<file path="src/rtl/intx_msg_pkg.sv">
package intx_msg_pkg;

  typedef enum logic [1:0] {
    HS_IDLE = 2'd0,
    HS_REQ  = 2'd1,
    HS_WAIT = 2'd2,
    HS_ACK  = 2'd3
  } hs_state_e;

  // Next count of waiting edges. A launch removes one. A new edge adds one,
  // unless the counter is full; then the newest waiting edge and the new one
  // cancel as a pair, so the count drops by one and the parity is kept.
  function automatic int unsigned pend_next(input int unsigned cur,
                                            input logic        edge_seen,
                                            input logic        take,
                                            input int unsigned depth);
    int unsigned n;
    n = cur;
    if (take && n != 0) n = n - 1;
    if (edge_seen) begin
      if (n >= depth) n = n - 1;
      else            n = n + 1;
    end
    return n;
  endfunction

  // Kind of the next message follows from the state last reported.
  function automatic logic next_is_assert(input logic reported);
    return ~reported;
  endfunction

endpackage

</file>
<file path="src/rtl/intx_edge_queue.sv">
module intx_edge_queue #(
  parameter int PEND_DEPTH = 4,
  localparam int CNT_W = $clog2(PEND_DEPTH + 1)
) (
  input  logic             clk,
  input  logic             rst_n,
  input  logic             level_i,
  input  logic             take_i,
  output logic             pending_o,
  output logic             edge_o,
  output logic             level_q_o,
  output logic [CNT_W-1:0] count_o
);
  import intx_msg_pkg::*;

  logic             level_q;
  logic [CNT_W-1:0] count_q;
  logic             edge_w;

  assign edge_w = level_i ^ level_q;

  always_ff @(posedge clk or negedge rst_n) begin
    if (!rst_n) begin
      level_q <= 1'b0;
      count_q <= '0;
    end else begin
      level_q <= level_i;
      count_q <= CNT_W'(pend_next(int'(count_q), edge_w, take_i, PEND_DEPTH));
    end
  end

  assign pending_o = (count_q != '0);
  assign edge_o    = edge_w;
  assign level_q_o = level_q;
  assign count_o   = count_q;
endmodule

</file>
<file path="src/rtl/intx_msg_fsm.sv">
module intx_msg_fsm #(
  parameter int FUNC_W = 3
) (
  input  logic              clk,
  input  logic              rst_n,
  input  logic              pending_i,
  input  logic [FUNC_W-1:0] func_i,
  input  logic              ready_i,
  input  logic              done_i,
  output logic              req_o,
  output logic              is_assert_o,
  output logic [FUNC_W-1:0] func_o,
  output logic              ack_o,
  output logic              launch_o,
  output logic              accept_o,
  output logic              complete_o,
  output logic              waiting_o,
  output logic              reported_o
);
  import intx_msg_pkg::*;

  hs_state_e         state_q, state_d;
  logic [FUNC_W-1:0] func_q;
  logic              reported_q;
  logic              launch_w, accept_w, complete_w;

  assign launch_w   = (state_q == HS_IDLE) && pending_i;
  assign accept_w   = (state_q == HS_REQ)  && ready_i;
  assign complete_w = (state_q == HS_WAIT) && done_i;

  always_comb begin
    state_d = state_q;
    unique case (state_q)
      HS_IDLE: if (launch_w)   state_d = HS_REQ;
      HS_REQ:  if (accept_w)   state_d = HS_WAIT;
      HS_WAIT: if (complete_w) state_d = HS_ACK;
      HS_ACK:                  state_d = HS_IDLE;
      default:                 state_d = HS_IDLE;
    endcase
  end

  always_ff @(posedge clk or negedge rst_n) begin
    if (!rst_n) begin
      state_q    <= HS_IDLE;
      func_q     <= '0;
      reported_q <= 1'b0;
    end else begin
      state_q <= state_d;
      if (launch_w)   func_q     <= func_i;
      if (complete_w) reported_q <= ~reported_q;
    end
  end

  assign req_o       = (state_q == HS_REQ);
  assign ack_o       = (state_q == HS_ACK);
  assign waiting_o   = (state_q == HS_WAIT);
  assign is_assert_o = next_is_assert(reported_q);
  assign func_o      = func_q;
  assign launch_o    = launch_w;
  assign accept_o    = accept_w;
  assign complete_o  = complete_w;
  assign reported_o  = reported_q;
endmodule

</file>
<file path="src/rtl/intx_msg_gen.sv">
module intx_msg_gen #(
  parameter int FUNC_W     = 3,
  parameter int PEND_DEPTH = 4,
  localparam int CNT_W = $clog2(PEND_DEPTH + 1)
) (
  input  logic              clk,
  input  logic              rst_n,
  input  logic              irq_level_i,
  input  logic [FUNC_W-1:0] func_id_i,
  input  logic              msg_ready_i,
  input  logic              msg_done_i,
  output logic              msg_req_o,
  output logic              msg_is_assert_o,
  output logic [FUNC_W-1:0] msg_func_o,
  output logic              irq_ack_o
);
  logic             pending_w, edge_w, level_q_w;
  logic [CNT_W-1:0] count_w;
  logic             launch_w, accept_w, complete_w, waiting_w, reported_w;

  intx_edge_queue #(.PEND_DEPTH(PEND_DEPTH)) u_queue (
    .clk       (clk),
    .rst_n     (rst_n),
    .level_i   (irq_level_i),
    .take_i    (launch_w),
    .pending_o (pending_w),
    .edge_o    (edge_w),
    .level_q_o (level_q_w),
    .count_o   (count_w)
  );

  intx_msg_fsm #(.FUNC_W(FUNC_W)) u_fsm (
    .clk         (clk),
    .rst_n       (rst_n),
    .pending_i   (pending_w),
    .func_i      (func_id_i),
    .ready_i     (msg_ready_i),
    .done_i      (msg_done_i),
    .req_o       (msg_req_o),
    .is_assert_o (msg_is_assert_o),
    .func_o      (msg_func_o),
    .ack_o       (irq_ack_o),
    .launch_o    (launch_w),
    .accept_o    (accept_w),
    .complete_o  (complete_w),
    .waiting_o   (waiting_w),
    .reported_o  (reported_w)
  );
endmodule

</file>
<file path="config.mk">
export PLATFORM = sky130hd
export DESIGN_NAME = intx_msg_gen
export DESIGN_NICKNAME = d
export VERILOG_FILES = /design/src/rtl/intx_msg_pkg.sv /design/src/rtl/intx_edge_queue.sv /design/src/rtl/intx_msg_fsm.sv /design/src/rtl/intx_msg_gen.sv
export SDC_FILE = /design/constraint.sdc
export NUM_CORES = 1
export LEC_CHECK = 0
export BUFFER_PORTS_ARGS = -buffer_cell sky130_fd_sc_hd__buf_2
export CAP_MARGIN = 20
export CORE_MARGIN = 3
export CORE_UTILIZATION = 45
export CTS_CLUSTER_DIAMETER = 80
export DETAILED_ROUTE_END_ITERATION = 16
export PLACE_DENSITY = 0.64
export SYNTH_ARGS = -nofsm -noshare
export SYNTH_HDL_FRONTEND = slang
export SYNTH_SLANG_ARGS = --single-unit
</file>
<file path="constraint.sdc">
create_clock -name clk -period 3.1 [get_ports clk]
set_clock_uncertainty 0.15 [all_clocks]
set_input_delay 0.62 -clock clk [delete_from_list [all_inputs] [get_ports clk]]
set_output_delay 0.62 -clock clk [all_outputs]
set_load 0.01 [all_outputs]
</file>
==> results of run 1 <==
-- placed cells by master, fill, tap and decap left out, drive strengths merged, types with 2 or more instances in the layout --
cell	Yosys	layout
nand3	3	3
ha	7	7
dfrtp	10	10
xnor2	3	3
mux2	6	6
nand2b	2	2
clkbuf	0	3
inv	9	9
nor2	2	2
nand2	3	3
buf	0	13
a21oi	2	2
-- final cells by class --
class / instances / area, sq um
fill: 107 / 476.7
clock buffer: 3 / 22.52
multi-input combinational: 38 / 350.3
sequential: 10 / 250.2
inverter: 9 / 33.78
tap: 14 / 17.52
timing repair buffer: 13 / 65.06
-- flip-flops by register name, summed over array words and instances, names as in the netlist --
name / count
u_fsm.func_o: 3
u_queue.level_q_o: 1
u_fsm.state_q: 2
u_queue.count_o: 3
u_fsm.reported_o: 1
-- per-layer routing --
| metal | vias to the layer above | GRT usage |
|---|---|---|
| li1 | 221 | - |
| met1 | 209 | 0.1740 |
| met2 | 11 | 0.2093 |
| met3 | 4 | 0.02490 |
| met4 | 0 | 0.09036 |
| met5 | - | 0 |
-- critical path, cell delays in order (launching register included) --
cell,delay (ns)
sky130_fd_sc_hd__dfrtp_1,0.41
sky130_fd_sc_hd__inv_1,0.13
sky130_fd_sc_hd__ha_1,0.31
sky130_fd_sc_hd__nand2_4,0.12
sky130_fd_sc_hd__mux2_4,0.33
sky130_fd_sc_hd__fa_1,0.43
sky130_fd_sc_hd__nand2b_1,0.16
sky130_fd_sc_hd__mux2_2,0.27
sky130_fd_sc_hd__a21oi_1,0.12
-- per-stage QoR --
step	instance area, sq um	power, uW
2_1_floorplan	634.4	637.3
3_3_place_gp	716.9	743.2
3_5_place_dp	716.9	751.0
4_1_cts	739.5	843.6
5_1_grt	739.5	926.2
6_report	739.5	831.3
-- kinds of logic after synthesis --
| kind of cell | Yosys count | synth area share |
|---|---|---|
| buffers and inverters | 9 | 0.05325 |
| muxes | 7 | 0.1282 |
| and+or+nand+nor | 11 | 0.1045 |
| DFF | 10 | 0.3945 |
| AOI/OAI and AO/OA | 8 | 0.08286 |
| xor gates and xnor gates | 4 | 0.06708 |
| adders and majority gates | 8 | 0.1696 |
-- power groups by stage --
stage	Combinational [uW]	Clock, uW	Sequential, uW
after floorplan	390	0	247
after global placement	501	0	242
after detailed placement	506	0	245
after CTS	512	88.9	243
after global routing	577	97.0	253
final	504	85.7	241
-- path summary, 6_finish.rpt --
path	from	cells past startpoint	endpoint	slack (ns)
worst min-delay path	rst_n	1	u_queue.count_o[2]	0.06
min in group clk	u_fsm.reported_o	1	u_fsm.reported_o	0.34
worst min register to register	u_fsm.reported_o	1	u_fsm.reported_o	0.34
max in group asynchronous	rst_n	1	u_fsm.func_o[1]	2.54
worst max-delay path	u_fsm.state_q[1]	8	u_queue.count_o[2]	0.61
worst max register to register	u_fsm.state_q[1]	8	u_queue.count_o[2]	0.61
==> metrics.yaml, run 1 <==
layout:
  synthToLayoutAreaGrowth_pct: 16.57
  finalNonFillerCells: 87
  design.final.nets: 91
  fin_util: 0.6080
  layout-drive-gt1-share: 0.3425
  antenna_cells_inserted: 0
floorplanning:
  die_height_microns: 43.55
  design.portCount: 14
  num_rows: 12
  floorplan_die_area_sq_mm: 0.001896
  fp.dieW_microns: 43.55
  initial_utilization: 0.5216
  design.core.area_sq_mm: 0.001216
clock_network:
  clkLatencyLatePin_ns: 0.26
  hold_buffers: 0
  clock_tree_from_tritoncts: "yes"
  root_buffer: "sky130_fd_sc_hd__clkbuf_4"
  worst_setup_hold_path_clk_slew_ns: 0.06
  post_cts_resized: 0
  clock_tree.buffer_depth: 2
  cts_sinks: 10
  htree_num_levels: 1
  post_cts.repair.setup_buffers: 0
  num_cts_buffers: 3
routing:
  detail_route.vias_per_cell: 5.115
  top_signal_layer_used: "met4"
  met3WireLength_microns: 50
  num_vias: 445
  ant_nets: 0
  drt_iter0_markers: 9
  drt_first_pass_iters: 4
  wl_per_cell_microns: 12.13
  route.layer.met1.wl_microns: 538
  met2RoutedLength_microns: 443
  route.final.wire_length_mm: 1.055
  drc_errors: 0
timing:
  final_hold_viol_count: 0
  fmax_mhz: 401.7
  final.hold.worst_slack_ns: 0.05646
  post-route-min-period_ns: 2.489
  setup_repair_after_global_routing_missed_its_margin: "no"
  finalCritPeriodShare: 0.8030
  slew-limit-headroom: 0.7841
  final-max-slew-violation-count: 0
  setup-tns-final_ns: 0
  final_setup_violation_count: 0
  timing_worst_slew_pin_value_ns: 0.3215
  postLayoutSetupSlackWorst_ns: 0.6107
placement:
  place_congestion: 0.6949
  dp_cells: 84
  place_ws_ns: 0.6297
  place.port_buffers: 13
  post_detail_place_hpwl_microns: 845.3
global_route:
  grt_first_pass_wirelength_mm: 1.925
  grtUsageTotal: 0.1366
  largest_net_degree_at_the_start_of_global_routing: 11
  remaining_global_route_overflow: 0
  antenna_violations_before_repair: 0
  via_count_of_the_first_global_routing_pass: 461
power_and_ir_drop:
  comb_power_share: 0.606
  pwr-share-clk: 0.103
  intPower_uw: 492.8
  leakage_power_uw: 0.0003715
  seq_power_share: 0.290
  power_density_mw_per_mm2: 1124
  switching_part_of_the_total: 0.4072
  net-switching-power_uw: 338.5
  vdd_drop_max_mv: 0.5047
worst_hold_path:
  holdCritPathClass: "input pin to asynchronous set/reset pin"
logic_synthesis:
  synthesis_warnings: 0
  dominantRegCellSynth: "sky130_fd_sc_hd__dfrtp_1"
  area_leader_netlist: "sky130_fd_sc_hd__dfrtp_1"
  synth_cells: 57
  synth.cells.most_frequent: "10 x sky130_fd_sc_hd__dfrtp_1, 9 x sky130_fd_sc_hd__inv_1, 7 x sky130_fd_sc_hd__ha_1"
  yosysMostFrequentCell: "sky130_fd_sc_hd__dfrtp_1"
  syn_nets: 73
  synth.lib_cells_used.distinct: 23
  synth_enable_flop_cells: 0
  synthesized_flop_and_latch_total: 10
  synth.area.top_cells: "sky130_fd_sc_hd__dfrtp_1 39%, sky130_fd_sc_hd__ha_1 14%, sky130_fd_sc_hd__mux2_2 8.9%, sky130_fd_sc_hd__inv_1 5.3%, sky130_fd_sc_hd__xnor2_1 4.1%"
  mappedNetlistArea_sq_um: 634.4
  synth_top_area_share: 0.3945
  share_of_the_yosys_chip_area_belonging_to_registers: 0.3945
  asyncSetResetFlopFracSynth: 1.000
  synth_area_per_cell_sq_um: 11.13
worst_setup_path:
  largest_fanout_of_any_net_on_the_critical_path: 6
  timing.setup.critical_path_class: "flip-flop to flip-flop"
  worst_setup_path_start_kind: "flip-flop"
  timing.critical_path.required_ns: 3.14
  critPathCaptureType: "flip-flop"
  worstPathArrival_ns: 2.53
status:
  run_status: "finished, final reports clean"
run:
  drv_cap: 0
(Power assumes the default switching activity.)
==> run 2: changes to the inputs <==
- clock period: 3.1 -> 2.6 ns (I/O delays scaled with it)
==> run 2 against run 1 <==
- via count shrank 1.1%
- worst setup slack lost 0.49 ns
- design area grew 3.4%
- critical path type unchanged
- core utilization grew 2.1 points
- sequential share of layout area shrank 1.1 points
==> metrics.yaml, run 2 (same netlist as run 1, synthesis figures left out) <==
global_route:
  grtUsageTotal: 0.1390
  via_count_of_the_first_global_routing_pass: 482
  antenna_violations_before_repair: 0
  grt_first_pass_wirelength_mm: 2.007
  largest_net_degree_at_the_start_of_global_routing: 11
  remaining_global_route_overflow: 0
placement:
  place_congestion: 0.6956
  place.port_buffers: 13
  post_detail_place_hpwl_microns: 834.5
  dp_cells: 84
power_and_ir_drop:
  intPower_uw: 607.3
  leakage_power_uw: 0.0003742
  power_density_mw_per_mm2: 1336
  net-switching-power_uw: 414.3
  switching_part_of_the_total: 0.4056
  vdd_drop_max_mv: 0.7540
  pwr-share-clk: 0.096
  comb_power_share: 0.621
  seq_power_share: 0.283
timing:
  timing_worst_slew_pin_value_ns: 0.3375
  final-max-slew-violation-count: 0
  post-route-min-period_ns: 2.480
  setup-tns-final_ns: 0
  slew-limit-headroom: 0.7748
  setup_repair_after_global_routing_missed_its_margin: "no"
  final_setup_violation_count: 0
  finalCritPeriodShare: 0.9539
  final_hold_viol_count: 0
  fmax_mhz: 403.2
floorplanning:
  die_height_microns: 43.55
  num_rows: 12
  floorplan_die_area_sq_mm: 0.001896
  fp.dieW_microns: 43.55
  design.core.area_sq_mm: 0.001216
  initial_utilization: 0.5216
  design.portCount: 14
routing:
  drc_errors: 0
  wl_per_cell_microns: 11.93
  num_vias: 440
  drt_iter0_markers: 2
  drt_first_pass_iters: 2
  detail_route.vias_per_cell: 5.000
  ant_nets: 0
  route.final.wire_length_mm: 1.050
clock_network:
  root_buffer: "sky130_fd_sc_hd__clkbuf_4"
  clock_tree_from_tritoncts: "yes"
  worst_setup_hold_path_clk_slew_ns: 0.06
  cts_sinks: 10
  clock_tree.buffer_depth: 2
  clkLatencyLatePin_ns: 0.25
  num_cts_buffers: 3
  htree_num_levels: 1
worst_hold_path:
  holdCritPathClass: "input pin to flip-flop"
worst_setup_path:
  timing.setup.critical_path_class: "flip-flop to flip-flop"
  timing.critical_path.required_ns: 2.63
  largest_fanout_of_any_net_on_the_critical_path: 5
  critPathCaptureType: "flip-flop"
  worst_setup_path_start_kind: "flip-flop"
  worstPathArrival_ns: 2.51
layout:
  finalNonFillerCells: 88
  layout.cells.most_common_list: "13 x sky130_fd_sc_hd__buf_2, 10 x sky130_fd_sc_hd__dfrtp_1, 9 x sky130_fd_sc_hd__inv_1"
  antenna_cells_inserted: 0
  synthToLayoutAreaGrowth_pct: 20.51
  fillCellCount: 107
  design.final.nets: 92
  layout-drive-gt1-share: 0.3649
  layout_commonest_cell: "sky130_fd_sc_hd__buf_2"
status:
  run_status: "finished, final reports clean"
run:
  drv_cap: 0
[run 2: cell types whose count changed in the layout (fill, tap and decap cells not counted), sizes merged]
cell	previous run	this run
dlygate4sd3	0	1
[run 2: power by group through the flow]
stage	Clock [uW]	Sequential [uW]	Combinational (uW)
after floorplan	0	294	466
after global placement	0	289	602
after detailed placement	0	291	616
after CTS	103	290	621
after global routing	108	301	733
final	98.1	289	635
[run 2: path summary, 6_finish.rpt]
kind	startpoint	endpoint	slack, ns	depth (start not counted)
max in group asynchronous	rst_n	u_fsm.state_q[1]	1.61	2
min in group asynchronous	rst_n	u_fsm.func_o[2]	0.50	2
hold reg to reg	u_fsm.reported_o	u_fsm.reported_o	0.33	1
hold / removal	irq_level_i	u_queue.level_q_o	0.26	1
setup reg to reg	u_queue.count_o[0]	u_queue.count_o[2]	0.12	9
setup / recovery	u_queue.count_o[0]	u_queue.count_o[2]	0.12	9
[run 2: layout make-up]
class,count,area (sq um),area share
multi-input combinational,38,365.4,0.4779
sequential,10,250.2,0.3273
timing repair buffer,14,75.07,0.09820
tap,14,17.52,0.02291
inverter,9,33.78,0.04419
clock buffer,3,22.52,0.02946
[run 2: per-stage QoR]
| stage | power [uW] | setup slack (ns) | instance area [sq um] | hold slack (ns) | utilization |
|---|---|---|---|---|---|
| detailed placement | 907.0 | 0.09558 | 716.9 | 0.2403 | 0.5895 |
| floorplan | 759.9 | 0.2934 | 634.4 | 0.07441 | - |
| finish | 1022 | 0.1199 | 764.5 | 0.2648 | 0.6286 |
| global placement | 890.6 | 0.1486 | 716.9 | 0.2412 | 0.5895 |
| global route | 1142 | 0.003892 | 764.5 | 0.2613 | 0.6286 |
| CTS | 1014 | 0.07172 | 749.5 | 0.2590 | 0.6163 |
[run 2: per-layer routing]
metal	routed length, microns	vias up	track usage
met5	0	-	0
met4	0	0	0.03614
met3	43	0	0.03734
met2	463	9	0.2209
met1	543	205	0.1860
li1	-	226	-
[run 2: repair_timing]
item                                   in CTS  in global routing
resized for setup                           0                  3
endpoints found under the hold margin      10                  0
setup endpoints to repair                   0                  1
buffers inserted                            0                  0
hold buffers                                1                  0
[run 2: critical path, stage by stage (launching register included)]
cell and delay [ns]:
sky130_fd_sc_hd__dfrtp_1 0.38, sky130_fd_sc_hd__inv_1 0.12, sky130_fd_sc_hd__ha_2 0.22, sky130_fd_sc_hd__nand2b_4 0.08
sky130_fd_sc_hd__nand2_4 0.11, sky130_fd_sc_hd__mux2_4 0.32, sky130_fd_sc_hd__fa_1 0.44, sky130_fd_sc_hd__nand2b_1 0.16
sky130_fd_sc_hd__mux2_2 0.28, sky130_fd_sc_hd__a21oi_1 0.13
